$ cat src/rtl/pdma_pkg.sv
package pdma_pkg;
  localparam int REG_AW = 6;
  localparam int REG_DW = 32;

  typedef enum logic [1:0] {
    CH_IDLE  = 2'd0,
    CH_STALL = 2'd1,
    CH_ON    = 2'd2,
    CH_NEXT  = 2'd3
  } ch_state_e;

  typedef enum logic [2:0] {
    PH_IDLE,
    PH_REQ,
    PH_RSP,
    PH_SEND,
    PH_FIN
  } mv_phase_e;

  localparam logic [REG_AW-1:0] OFS_CTRL  = 6'h00;
  localparam logic [REG_AW-1:0] OFS_INTR  = 6'h04;
  localparam logic [REG_AW-1:0] OFS_PORT  = 6'h08;
  localparam logic [REG_AW-1:0] OFS_STAT  = 6'h0C;
  localparam logic [REG_AW-1:0] OFS_REM   = 6'h14;
  localparam logic [REG_AW-1:0] OFS_CNT0  = 6'h20;
  localparam logic [REG_AW-1:0] OFS_BASE0 = 6'h24;
  localparam logic [REG_AW-1:0] OFS_CNT1  = 6'h30;
  localparam logic [REG_AW-1:0] OFS_BASE1 = 6'h34;

  localparam int CB_STALL_IE = 0;
  localparam int CB_NFB_IE   = 1;
  localparam int CB_ERR_IE   = 3;
  localparam int CB_EN       = 4;
  localparam logic [4:0] CTRL_MASK = 5'b11011;
endpackage

$ cat src/rtl/pdma_regs.sv
module pdma_regs
  import pdma_pkg::*;
#(
  parameter int ADDR_W = 32,
  parameter int CNT_W  = 16,
  parameter int PORT_W = 4
) (
  input  logic              clk,
  input  logic              rst_n,
  input  logic              reg_wr,
  input  logic              reg_rd,
  input  logic [REG_AW-1:0] reg_addr,
  input  logic [REG_DW-1:0] reg_wdata,
  output logic [REG_DW-1:0] reg_rdata,
  input  ch_state_e         state,
  input  logic [1:0]        slot_vld,
  input  logic [CNT_W-1:0]  remain,
  input  logic              set_stall,
  input  logic              set_nfb,
  input  logic              set_err,
  input  logic              commit_acc,
  output logic              en_eff,
  output logic              commit_req,
  output logic              commit_slot,
  output logic [ADDR_W-1:0] slot_base [2],
  output logic [CNT_W-1:0]  slot_cnt [2],
  output logic [PORT_W-1:0] per_port,
  output logic              err_flag,
  output logic              irq
);
  logic [4:0] ctrl_q;
  logic       stall_q, nfb_q;
  logic       wr_ctrl, wr_intr, wr_port, rd_ctrl;
  logic [1:0] wr_cnt, wr_base;

  assign wr_ctrl = reg_wr && (reg_addr == OFS_CTRL);
  assign wr_intr = reg_wr && (reg_addr == OFS_INTR);
  assign wr_port = reg_wr && (reg_addr == OFS_PORT);
  assign rd_ctrl = reg_rd && (reg_addr == OFS_CTRL);

  for (genvar s = 0; s < 2; s++) begin : g_slot
    localparam logic [REG_AW-1:0] CNT_OFS  = (s == 0) ? OFS_CNT0 : OFS_CNT1;
    localparam logic [REG_AW-1:0] BASE_OFS = (s == 0) ? OFS_BASE0 : OFS_BASE1;
    assign wr_cnt[s]  = reg_wr && (reg_addr == CNT_OFS) && !slot_vld[s];
    assign wr_base[s] = reg_wr && (reg_addr == BASE_OFS) && !slot_vld[s];

    always_ff @(posedge clk) begin
      if (!rst_n) begin
        slot_cnt[s]  <= '0;
        slot_base[s] <= '0;
      end else begin
        if (wr_cnt[s])  slot_cnt[s]  <= reg_wdata[CNT_W-1:0];
        if (wr_base[s]) slot_base[s] <= reg_wdata[ADDR_W-1:0];
      end
    end
  end

  always_ff @(posedge clk) begin
    if (!rst_n) begin
      ctrl_q      <= '0;
      en_eff      <= 1'b0;
      per_port    <= '0;
      stall_q     <= 1'b0;
      nfb_q       <= 1'b0;
      err_flag    <= 1'b0;
      commit_req  <= 1'b0;
      commit_slot <= 1'b0;
    end else begin
      if (wr_ctrl) ctrl_q <= reg_wdata[4:0] & CTRL_MASK;
      if (rd_ctrl) en_eff <= wr_ctrl ? reg_wdata[CB_EN] : ctrl_q[CB_EN];
      if (wr_port) per_port <= reg_wdata[PORT_W-1:0];

      if (set_stall)       stall_q <= 1'b1;
      else if (commit_acc) stall_q <= 1'b0;
      if (set_nfb)         nfb_q <= 1'b1;
      else if (commit_acc) nfb_q <= 1'b0;
      if (set_err)                   err_flag <= 1'b1;
      else if (wr_intr && reg_wdata[3]) err_flag <= 1'b0;

      commit_req  <= |wr_base;
      commit_slot <= wr_base[1];
    end
  end

  assign irq = (stall_q && ctrl_q[CB_STALL_IE]) ||
               (nfb_q && ctrl_q[CB_NFB_IE]) ||
               (err_flag && ctrl_q[CB_ERR_IE]);

  always_comb begin
    reg_rdata = '0;
    unique case (reg_addr)
      OFS_CTRL:  reg_rdata = REG_DW'(ctrl_q);
      OFS_INTR:  reg_rdata = REG_DW'({err_flag, 1'b0, nfb_q, stall_q});
      OFS_PORT:  reg_rdata = REG_DW'(per_port);
      OFS_STAT:  reg_rdata = REG_DW'({state, 4'b0000});
      OFS_REM:   reg_rdata = REG_DW'(remain);
      OFS_CNT0:  reg_rdata = REG_DW'(slot_cnt[0]);
      OFS_BASE0: reg_rdata = REG_DW'(slot_base[0]);
      OFS_CNT1:  reg_rdata = REG_DW'(slot_cnt[1]);
      OFS_BASE1: reg_rdata = REG_DW'(slot_base[1]);
      default:   reg_rdata = '0;
    endcase
  end
endmodule

$ cat src/rtl/pdma_seq.sv
module pdma_seq
  import pdma_pkg::*;
(
  input  logic      clk,
  input  logic      rst_n,
  input  logic      en_eff,
  input  logic      commit_req,
  input  logic      commit_slot,
  input  logic      done,
  output ch_state_e state,
  output logic [1:0] slot_vld,
  output logic      load,
  output logic      load_slot,
  output logic      set_stall,
  output logic      set_nfb,
  output logic      commit_acc
);
  logic       active_q, act_q;
  logic       active_n, act_n, oth;
  logic [1:0] vld_c, vld_n;

  always_comb begin
    if (!active_q) state = CH_IDLE;
    else begin
      unique case (slot_vld)
        2'b00:   state = CH_STALL;
        2'b11:   state = CH_NEXT;
        default: state = CH_ON;
      endcase
    end
  end

  always_comb begin
    oth        = ~act_q;
    commit_acc = commit_req && active_q && en_eff && !slot_vld[commit_slot];
    vld_c      = slot_vld;
    if (commit_acc) vld_c[commit_slot] = 1'b1;
    vld_n      = vld_c;
    act_n      = act_q;
    load       = 1'b0;
    load_slot  = act_q;
    set_stall  = 1'b0;
    set_nfb    = 1'b0;
    if (done) begin
      vld_n[act_q] = 1'b0;
      if (vld_c[oth]) begin
        load      = 1'b1;
        load_slot = oth;
        act_n     = oth;
        set_nfb   = 1'b1;
      end else begin
        set_stall = 1'b1;
      end
    end else if (commit_acc && (slot_vld == 2'b00)) begin
      load      = 1'b1;
      load_slot = commit_slot;
      act_n     = commit_slot;
    end
    if (!active_q)                            active_n = en_eff;
    else if (!en_eff && (slot_vld == 2'b00))  active_n = 1'b0;
    else                                      active_n = 1'b1;
  end

  always_ff @(posedge clk) begin
    if (!rst_n) begin
      active_q <= 1'b0;
      act_q    <= 1'b0;
      slot_vld <= 2'b00;
    end else begin
      active_q <= active_n;
      act_q    <= act_n;
      slot_vld <= vld_n;
    end
  end
endmodule

$ cat src/rtl/pdma_mover.sv
module pdma_mover
  import pdma_pkg::*;
#(
  parameter int ADDR_W = 32,
  parameter int CNT_W  = 16,
  parameter int DATA_W = 32
) (
  input  logic              clk,
  input  logic              rst_n,
  input  logic              load,
  input  logic [ADDR_W-1:0] ld_base,
  input  logic [CNT_W-1:0]  ld_cnt,
  output logic              mem_req_valid,
  input  logic              mem_req_ready,
  output logic [ADDR_W-1:0] mem_req_addr,
  input  logic              mem_rsp_valid,
  input  logic [DATA_W-1:0] mem_rsp_data,
  input  logic              mem_rsp_err,
  output logic              per_valid,
  input  logic              per_ready,
  output logic [DATA_W-1:0] per_data,
  output logic              done,
  output logic              set_err,
  output logic [CNT_W-1:0]  remain
);
  localparam int BYTES = DATA_W / 8;
  localparam logic [CNT_W-1:0]  CSTEP = CNT_W'(BYTES);
  localparam logic [ADDR_W-1:0] ASTEP = ADDR_W'(BYTES);

  mv_phase_e         phase;
  logic [ADDR_W-1:0] addr_q;
  logic [DATA_W-1:0] data_q;

  assign mem_req_valid = (phase == PH_REQ);
  assign mem_req_addr  = addr_q;
  assign per_valid     = (phase == PH_SEND);
  assign per_data      = data_q;
  assign done          = (phase == PH_FIN);
  assign set_err       = (phase == PH_RSP) && mem_rsp_valid && mem_rsp_err;

  always_ff @(posedge clk) begin
    if (!rst_n) begin
      phase  <= PH_IDLE;
      addr_q <= '0;
      data_q <= '0;
      remain <= '0;
    end else if (load) begin
      addr_q <= ld_base;
      remain <= ld_cnt;
      phase  <= (ld_cnt == '0) ? PH_FIN : PH_REQ;
    end else begin
      unique case (phase)
        PH_REQ: if (mem_req_ready) phase <= PH_RSP;
        PH_RSP: begin
          if (mem_rsp_valid) begin
            if (mem_rsp_err) begin
              remain <= '0;
              phase  <= PH_FIN;
            end else begin
              data_q <= mem_rsp_data;
              phase  <= PH_SEND;
            end
          end
        end
        PH_SEND: begin
          if (per_ready) begin
            addr_q <= addr_q + ASTEP;
            if (remain <= CSTEP) begin
              remain <= '0;
              phase  <= PH_FIN;
            end else begin
              remain <= remain - CSTEP;
              phase  <= PH_REQ;
            end
          end
        end
        PH_FIN:  phase <= PH_IDLE;
        default: phase <= PH_IDLE;
      endcase
    end
  end
endmodule

$ cat src/rtl/pdma_chan.sv
module pdma_chan
  import pdma_pkg::*;
#(
  parameter int ADDR_W = 32,
  parameter int CNT_W  = 16,
  parameter int DATA_W = 32,
  parameter int PORT_W = 4
) (
  input  logic              clk,
  input  logic              rst_n,
  input  logic              reg_wr,
  input  logic              reg_rd,
  input  logic [5:0]        reg_addr,
  input  logic [31:0]       reg_wdata,
  output logic [31:0]       reg_rdata,
  output logic              mem_req_valid,
  input  logic              mem_req_ready,
  output logic [ADDR_W-1:0] mem_req_addr,
  input  logic              mem_rsp_valid,
  input  logic [DATA_W-1:0] mem_rsp_data,
  input  logic              mem_rsp_err,
  output logic              per_valid,
  input  logic              per_ready,
  output logic [DATA_W-1:0] per_data,
  output logic [PORT_W-1:0] per_port,
  output logic              irq
);
  ch_state_e         ch_state;
  logic [1:0]        slot_vld;
  logic [CNT_W-1:0]  cur_remain;
  logic              en_eff, commit_req, commit_slot, commit_acc;
  logic              load, load_slot, done;
  logic              set_stall, set_nfb, set_err, err_flag;
  logic [ADDR_W-1:0] slot_base [2];
  logic [CNT_W-1:0]  slot_cnt [2];

  pdma_regs #(.ADDR_W(ADDR_W), .CNT_W(CNT_W), .PORT_W(PORT_W)) u_regs (
    .clk(clk), .rst_n(rst_n),
    .reg_wr(reg_wr), .reg_rd(reg_rd), .reg_addr(reg_addr),
    .reg_wdata(reg_wdata), .reg_rdata(reg_rdata),
    .state(ch_state), .slot_vld(slot_vld), .remain(cur_remain),
    .set_stall(set_stall), .set_nfb(set_nfb), .set_err(set_err),
    .commit_acc(commit_acc), .en_eff(en_eff),
    .commit_req(commit_req), .commit_slot(commit_slot),
    .slot_base(slot_base), .slot_cnt(slot_cnt),
    .per_port(per_port), .err_flag(err_flag), .irq(irq)
  );

  pdma_seq u_seq (
    .clk(clk), .rst_n(rst_n), .en_eff(en_eff),
    .commit_req(commit_req), .commit_slot(commit_slot), .done(done),
    .state(ch_state), .slot_vld(slot_vld), .load(load), .load_slot(load_slot),
    .set_stall(set_stall), .set_nfb(set_nfb), .commit_acc(commit_acc)
  );

  pdma_mover #(.ADDR_W(ADDR_W), .CNT_W(CNT_W), .DATA_W(DATA_W)) u_mover (
    .clk(clk), .rst_n(rst_n), .load(load),
    .ld_base(slot_base[load_slot]), .ld_cnt(slot_cnt[load_slot]),
    .mem_req_valid(mem_req_valid), .mem_req_ready(mem_req_ready),
    .mem_req_addr(mem_req_addr), .mem_rsp_valid(mem_rsp_valid),
    .mem_rsp_data(mem_rsp_data), .mem_rsp_err(mem_rsp_err),
    .per_valid(per_valid), .per_ready(per_ready), .per_data(per_data),
    .done(done), .set_err(set_err), .remain(cur_remain)
  );
endmodule

$ cat config.mk
export PLATFORM = sky130hd
export DESIGN_NAME = pdma_chan
export DESIGN_NICKNAME = d
export VERILOG_FILES = /design/src/rtl/pdma_pkg.sv /design/src/rtl/pdma_regs.sv /design/src/rtl/pdma_seq.sv /design/src/rtl/pdma_mover.sv /design/src/rtl/pdma_chan.sv
export SDC_FILE = /design/constraint.sdc
export NUM_CORES = 1
export LEC_CHECK = 0
export ABC_AREA = 1
export BUFFER_PORTS_ARGS = -buffer_cell sky130_fd_sc_hd__buf_2
export CORE_UTILIZATION = 55
export CTS_CLUSTER_SIZE = 25
export DETAILED_ROUTE_END_ITERATION = 8
export GPL_ROUTABILITY_DRIVEN = 0
export PLACE_DENSITY_LB_ADDON = 0.12
export SLEW_MARGIN = 10
export SYNTH_ARGS = -nofsm -noshare
export SYNTH_HDL_FRONTEND = slang
export SYNTH_SLANG_ARGS = --single-unit
$ cat constraint.sdc
create_clock -name clk -period 4.38 [get_ports clk]
set_input_delay 0.438 -clock clk [delete_from_list [all_inputs] [get_ports clk]]
set_output_delay 0.438 -clock clk [all_outputs]
set_load 0.005 [all_outputs]
After elaboration in Yosys (flattened, before gate mapping):

Index checks and enable logic that the tools add are counted.

* bits in registers: 197
* bits of input ports: 78
* output and inout port bits: 103

* add/sub/neg operators: 2
* magnitude comparators: 7
* equal/unequal tests: 17
* muxes and demuxes: 53
* bitwise operators: 7
* reduce and logical (&&, ||, !) cells: 45

Operators with widths (number)
* $pmux W32 S9: 1
* $mux W32: 6
* $mux W16: 8
* $add A32 B3 Y32 const B: 1
* $pmux W16 S2: 1
* $logic_and A1 B1 Y1: 25
* $eq A6 B6 Y1 const B: 4
* $mux W1: 23
* $mux W3: 7
* $le A16 B3 Y1 const B: 1
* $logic_not A16 Y1: 1
* $sub A16 B3 Y16 const B: 1
* $eq A6 B4 Y1 const B: 2
* $reduce_bool A2 Y1: 5
* $pmux W3 S3: 1
* $reduce_and A4 Y1: 2
* $eq A3 B2 Y1 const B: 2
* $eq A6 B3 Y1 const B: 1
* $eq A6 B5 Y1 const B: 1
* $logic_not A6 Y1: 1
* $lt A1 B2 Y1 const B: 3
* $mux W2: 3
* $ne A3 B1 Y1 const B: 2
* $ne A3 B3 Y1 const B: 2
* 19 further kinds: 27

Longest topological paths before layout:

Gate-level depths: netlist (run 1).

* depth after elaboration: 17
* depth in mapped cells: 18
* gate-level depth less buffers: 17

Cells and area by module:

A second synthesis (run 1) with hierarchy kept.

* cell total of the unflattened synthesis: 1780
* area total of the unflattened synthesis: 11059.4 um^2

Modules (own cells, without submodules)
* pdma_regs: instances 1, cells each 821, area an instance 5357.6 um^2
* pdma_mover: instances 1, cells each 754, area an instance 4775.8 um^2
* pdma_chan: instances 1, cells each 155, area an instance 604.3 um^2
* pdma_seq: instances 1, cells each 50, area an instance 321.6 um^2

Worst setup path after synthesis (run 1):

OpenSTA, ideal clock, no wires.

* path type: input to output
* from: input reg_addr[1]
* to: output reg_rdata[11]
* data arrival time: 1.607 ns
* data required time: 3.942 ns
* setup slack: 2.335 ns
* stages: 8
* path buffers: 1
* cell sequence: nor2_1 > inv_1 > nor3_2 > inv_1 > nor3_1 > clkbuf_1 > a22oi_1 > o211ai_1

* word-level cells in the longest chain between the ends: 2
* elaborated cells between the ends (all ways): 10
* those cells by class: eq/ne: 8; mux: 1; reduce/logical: 1

Ends and longest elaborated chain
* from (decl): RTL line pdma_chan.sv:13 `input logic [5:0] reg_addr,`
* $eq A6 B6 Y1, or another cell as far along: RTL line pdma_regs.sv:91 `unique case (reg_addr)`
* $pmux W32 S9 *: RTL line pdma_regs.sv:91
* to (decl): RTL line pdma_chan.sv:15 `output logic [31:0] reg_rdata,`

Mark *: on every way between the ends. The rest lies on a longest branch, timed or not.

Final worst setup path (run 1):

* from: input reg_addr[1]
* to: output reg_rdata[8]

The elaborated chain is that of the path after synthesis.

==> results of run 1 <==
## power by group through the flow
stage               Sequential (µW)  Clock (µW)  Combinational (µW)
floorplan                      1870           0                 207
detailed placement             1870           0                 298
finish                         1830        1650                 304
global route                   1830        1740                 339
global placement               1870           0                 296
CTS                            1830        1660                 300
## final cells by class
cell class / instances / area, µm²
inverter: 126 / 473.0
multi-input combinational: 972 / 4976
clock buffer: 19 / 442.9
clock inverter: 12 / 163.9
tap: 225 / 281.5
sequential: 197 / 3944
timing repair buffer: 196 / 1033
fill: 1586 / 6042
## flip-flops by register name, summed over array words and instances, names as in the netlist, 2 cells and up
name and flops:
u_mover.phase 3, u_mover.mem_req_addr 32, u_mover.remain 16, u_regs.per_port 4
u_regs.slot_cnt 32, u_regs.slot_base 64, u_mover.per_data 32, u_seq.slot_vld 2
u_regs.ctrl_q 4
## path summary, 6_finish.rpt
check	startpoint	end	cells after the start
min reg2reg	u_mover.per_data[10]$_SDFFE_PN0P_	u_mover.per_data[10]$_SDFFE_PN0P_	2
min	mem_rsp_data[6]	u_mover.per_data[6]$_SDFFE_PN0P_	3
max	reg_addr[1]	reg_rdata[8]	10
max reg2reg	u_seq.slot_vld[0]$_SDFF_PN0_	u_mover.phase[2]$_SDFFE_PN0P_	16
## kinds of logic (layout without fill, tap and decap cells)
kind of cell,count (synthesis),count (layout)
simple gates,528,528
compound gates,416,416
buf+inv,206,353
flops,197,197
xor+xnor,23,23
fa+ha+maj,5,5
## placed cells by master, fill, tap and decap left out, types with 3 or more instances in the layout
cell type | synthesis | final
buf_2 | 20 | 180
dfxtp_1 | 197 | 197
inv_2 | 10 | 10
nor4_1 | 8 | 8
clkbuf_16 | 0 | 17
buf_4 | 6 | 15
nor2_4 | 5 | 5
a21oi_1 | 131 | 131
o311ai_0 | 3 | 3
o21ai_0 | 162 | 162
o22ai_1 | 18 | 18
o21bai_1 | 3 | 3
inv_1 | 114 | 114
ha_1 | 5 | 5
nand3_2 | 3 | 3
nand2_2 | 6 | 7
a211oi_1 | 3 | 3
a221oi_2 | 5 | 5
nor2_2 | 8 | 9
o211ai_1 | 29 | 29
o21ai_1 | 9 | 9
nand4_1 | 16 | 16
xnor2_1 | 8 | 8
a22oi_1 | 23 | 23
xor2_1 | 15 | 15
inv_6 | 0 | 6
bufinv_16 | 0 | 3
nor2_1 | 167 | 166
nand3_1 | 85 | 85
a221oi_1 | 7 | 7
a31oi_1 | 11 | 11
o2111ai_1 | 3 | 3
nor3_1 | 16 | 16
nand2_1 | 202 | 201
## stage by stage
step / util / total power, µW / setup slack [ps] / hold WS, ps
floorplan: - / 2077 / 2335 / 441.6
global placement: 0.6169 / 2168 / 1503 / 445.6
detailed placement: 0.6169 / 2171 / 1455 / 450.1
CTS: 0.6519 / 3795 / 1460 / 258.9
global route: 0.6519 / 3911 / 1300 / 262.6
finish: 0.6519 / 3784 / 1413 / 266.5
## per-layer routing
layer  wire [µm]  up-vias
li1            -     4957
met4         512        0
met2       12200      493
met1       13300     4570
met3        3145       39
met5           0        -
## worst reg2reg max path, stage by stage (launching register included)
cell,delay [ps]
dfxtp_1,310
inv_1,140
ha_1,240
nand3_1,90
nand2_1,80
nand3_2,340
nand2_2,550
buf_12,300
nand2_1,80
nand2_1,140
nor2_1,70
nand2_1,60
nor2_1,40
nand2_1,80
nand2_1,80
nand3_1,90
nor2_1,50
==> run_results.csv, run 1 <==
group,metric,value,unit
grt,overflow,0,
die,core,17360,µm²
placed_design,io_buffers,180,
die,die_area,18320,µm²
clock_tree,tritoncts,"built",
pwr,clock_power_share,0.436,
sta,max_freq,0.3370,GHz
placed_design,placed_area,10710,µm²
critical_path,cp.arrival,2530,ps
clock_tree,cts_root_buf,"clkbuf_16",
grt,grt_use_total,0.3160,
sta,fin_crit_sh,0.6775,
layout,area.growth.synth_to_final,15.68,%
pwr,seqPwrFrac,0.484,
clock_tree,cts_inserted_buffers,17,
drt,ant_nets,0,
critical_path,crit_path_max_incr_delay,600,ps
grt,antenna_found_initial,0,
clock_tree,cts.sinks,197,
sta,setup_violations,0,
die,start_util,0.5635,
layout,fin_nets,1593,
drt,routed_via_density,5.758,
drt,wl,29160,µm
yosys,synth.distinct_cells,49,
sta,hold_violations,0,
yosys,synth-compound-area-share,0.2443,
pwr,netSwitchingFraction,0.2487,
grt,grt_max_degree,70,
clock_tree,ctsHoldBuffers,0,
yosys,postSynthCellCount,1375,
clock_tree,cts.path.max_buffers,2,
die,num_rows,48,
drt,drc_errors,0,
yosys,synth.top_cells.by_count,"nand2_1, dfxtp_1, nor2_1",
die,ios,181,
layout,drive_above_1_share,0.1794,
critical_path,start_kind,"input port",
grt,gr-usage-met2,0.4524,
yosys,synthTopCellsByArea,"dfxtp_1, o21ai_0, nand2_1",
drt,dr_total_vias,10059,
die,die_y,135.4,µm
clock_tree,cts_resized,0,
sta,fin_skew,12.50,ps
yosys,ys_seq_area_frac,0.4032,
critical_path,path_cells,"buf_2, nor2_1, inv_1, nor3_2, nand2_1, buf_4, o21ai_0, a221oi_1, o21ai_0, buf_2",
clock_tree,postCtsSetupRepairBufs,0,
pwr,power_frac_comb,0.080,
sta,worstMarginPinSlew,1065,ps
critical_path,crit_type,"in2out",
yosys,postSynth.asyncResetShare,0,
drt,first_pass_iters,6,
grt,grt_pass1_wl,45010,µm
critical_path,cp_max_fo,18,
grt,groute.layer.met1.usage,0.4715,
critical_path,required,3940,ps
clock_tree,htree_levels,4,
drt,routedWlPerCell,16.69,µm
yosys,ys_ff_latch,197,
critical_path,path_delay_family,"buffers and inverters",
yosys,yosysTopAreaCell,"dfxtp_1",
yosys,synthAdderAreaFrac,0.006396,
die,die_w,135.4,µm
yosys,netlist.area_leader.share,0.4032,
sta,rsz0062_at_grt,"no",
yosys,yosysMostFrequentCell,"nand2_1",
yosys,yosysWarnings,0,
grt,top_usage_layer,"met1",
yosys,synthMuxAreaShare,0,
yosys,synth-simple-area-share,0.2369,
placed_design,placed_cells,1716,
sta,finalMaxSlewViolations,0,
pwr,powerDensity,334.4,nW/µm²
grt,met3_usage,0.06734,
pwr,power.switching,941.1,µW
pwr,ir_drop,0.2826,mV
critical_path,path_buf_inv,4,
sta,layout_min_cycle_time,2967,ps
pwr,p_int,2843,µW
yosys,synth_top_family_by_area,"compound AO/OA/AOI/OAI gates",
yosys,synth_nets,1458,
clock_tree,clkLatencyLatePin,440,ps
pwr,p_leak,0.004659,µW
grt,first_global_vias,8386,
layout,fin_cells,1747,
sta,setup_tns,0,ps
critical_path,crit_slowest_cell,"nand2_1",
flow_run,drv_cap,0,
yosys,netlist_area,9781,µm²
yosys,synth_flop_cell,"dfxtp_1",
yosys,synth-edff-count,0,
yosys,syn_area_per_cell,7.113,µm²
layout,final_area,11310,µm²
placed_design,hpwl,20390,µm
clock_tree,clkTransAtPathRegs,80,ps
sta,slew_headroom,0.2875,
drt,drt_iter0_drc,1063,
critical_path,setup.worst_path.end_class,"output pin",
outcome,outcome,"finished clean",
critical_path,r2r_setup_slack,1510,ps
layout,n_antenna_cell,0,
hold_path,hold_class,"in2reg",
yosys,synth_xor_area_frac,0.02060,
Note: power is estimated with default switching activity, not from simulation.
==> run 2: changes to the inputs <==
- CORE_UTILIZATION: 55 -> 51
- clock period: 4.38 -> 2.6 ns (I/O delays scaled with it)
==> run_results.csv, run 2 (synthesized netlist as in run 1, its figures left out) <==
group,metric,value,unit
outcome,outcome,"finished clean",
layout,largest_reg_flops,64,
die,start_util,0.5211,
placed_design,hpwl,21270,µm
layout,final_cell_mix,"nand2_1, dfxtp_1, buf_2, nor2_1, o21ai_0",
sta,layout_min_cycle_time,2377,ps
clock_tree,postCtsSetupRepairBufs,0,
drt,wl,29490,µm
drt,drc_errors,0,
sta,rsz0062_at_grt,"no",
sta,hold_violations,0,
placed_design,io_buffers,180,
pwr,ir_drop,0.4760,mV
clock_tree,cts_root_buf,"clkbuf_16",
die,ios,181,
layout,fillers,1764,
grt,grt_pass1_wl,46620,µm
layout,utilization,0.6094,
grt,grt_use_total,0.2993,
grt,first_global_vias,8695,
grt,antenna_found_initial,0,
drt,ant_nets,0,
drt,first_pass_iters,6,
sta,max_freq,0.4206,GHz
critical_path,crit_type,"reg2reg",
sta,finalMaxSlewViolations,0,
clock_tree,tritoncts,"built",
die,core,18770,µm²
drt,drt_iter0_drc,917,
die,die_w,140.5,µm
clock_tree,cts_inserted_buffers,17,
clock_tree,htree_levels,4,
grt,grt_max_degree,136,
layout,register_area,3944,µm²
sta,slew_headroom,0.5404,
sta,fin_crit_sh,0.9143,
flow_run,drv_cap,0,
critical_path,cp_max_fo,10,
layout,drive_above_1_share,0.1862,
sta,holdWs,93.95,ps
critical_path,start_kind,"flip-flop",
critical_path,cp.arrival,2730,ps
layout,fin_nets,1607,
die,die_area,19740,µm²
placed_design,placed_area,10880,µm²
clock_tree,cts.path.max_buffers,2,
critical_path,required,2960,ps
layout,final_common_cell,"nand2_1",
pwr,p_leak,0.004707,µW
grt,overflow,0,
layout,top_register,"u_regs.slot_base",
sta,worstMarginPinSlew,684.1,ps
clock_tree,ctsHoldBuffers,0,
sta,setup_violations,0,
critical_path,crit_path_max_incr_delay,440,ps
drt,dr_total_vias,10072,
critical_path,path_cells,"inv_1, ha_1, o211ai_1, nand2_1, nor2_2, inv_1, nand2_1, o31ai_1, nor2_1, a21oi_1, nor2_1",
drt,routedWlPerCell,16.66,µm
drt,routed_via_density,5.690,
die,num_rows,50,
die,die_y,140.5,µm
clock_tree,clkLatencyLatePin,430,ps
sta,setup_tns,0,ps
critical_path,crit_slowest_cell,"dfxtp_1",
sta,fin_skew,11.37,ps
hold_path,hold_class,"in2reg",
pwr,powerDensity,538.9,nW/µm²
clock_tree,clkTransAtPathRegs,70,ps
clock_tree,cts_resized,0,
layout,area.growth.synth_to_final,16.94,%
clock_tree,cts.sinks,197,
layout,final_area,11440,µm²
critical_path,setup.worst_path.end_class,"flip-flop",
layout,multiInputGateArea,4976,µm²
layout,n_antenna_cell,0,
[run 2: changes by cell type in the layout (fill, tap and decap cells not counted), sizes merged]
cell,change
buf,+14
inv,-5
clkinv,+1
clkbuf,+2
clkinvlp,+4
bufinv,-2
[run 2: path summary, 6_finish.rpt]
kind	start	end	slack, ps	depth (start not counted)
min reg2reg	u_mover.per_data[7]$_SDFFE_PN0P_	u_mover.per_data[7]$_SDFFE_PN0P_	460	2
min	mem_rsp_data[26]	u_mover.per_data[26]$_SDFFE_PN0P_	90	3
max reg2reg	u_mover.remain[2]$_SDFFE_PN0P_	u_mover.remain[5]$_SDFFE_PN0P_	220	11
max	u_mover.remain[2]$_SDFFE_PN0P_	u_mover.remain[5]$_SDFFE_PN0P_	220	11
[run 2: area by class of cell]
| class | count | share of cell area |
|---|---|---|
| multi-input cells | 972 | 0.4351 |
| flip-flops and latches | 197 | 0.3448 |
| repair buffers | 210 | 0.1041 |
| inverters | 126 | 0.04135 |
| clock buffers | 21 | 0.04026 |
| well taps | 234 | 0.02560 |
| clock inverters | 10 | 0.008752 |
[run 2: metrics by stage]
stage	std cells	setup WS [ps]	total power, µW
3_3_place_gp	1739	205.5	3667
3_5_place_dp	1739	287.5	3670
5_1_grt	1770	3.567	6380
6_report	1770	222.7	6163
4_1_cts	1770	252.5	6191
2_1_floorplan	1375	661.1	3499
[run 2: where the power goes]
group | switching, µW | internal [µW] | leakage, µW
combinational | 338 | 185 | 0.00286
sequential | 31.7 | 3060 | 0.00159
clock | 1180 | 1380 | 0.000262
[run 2: worst max-delay path: cells and delay by family (launching register included)]
family,cells,cell delay (ps)
simple gates,5,920
flops,1,440
compound gates,3,420
fa+ha+maj,1,270
buf+inv,2,260
[run 2: per-layer routing]
| metal | routed length (µm) | vias up | GRT usage |
|---|---|---|---|
| li1 | - | 4975 | - |
| met4 | 617 | 0 | 0.09096 |
| met1 | 14230 | 4572 | 0.4559 |
| met5 | 0 | - | 0 |
| met3 | 2696 | 42 | 0.05709 |
| met2 | 11950 | 483 | 0.4208 |
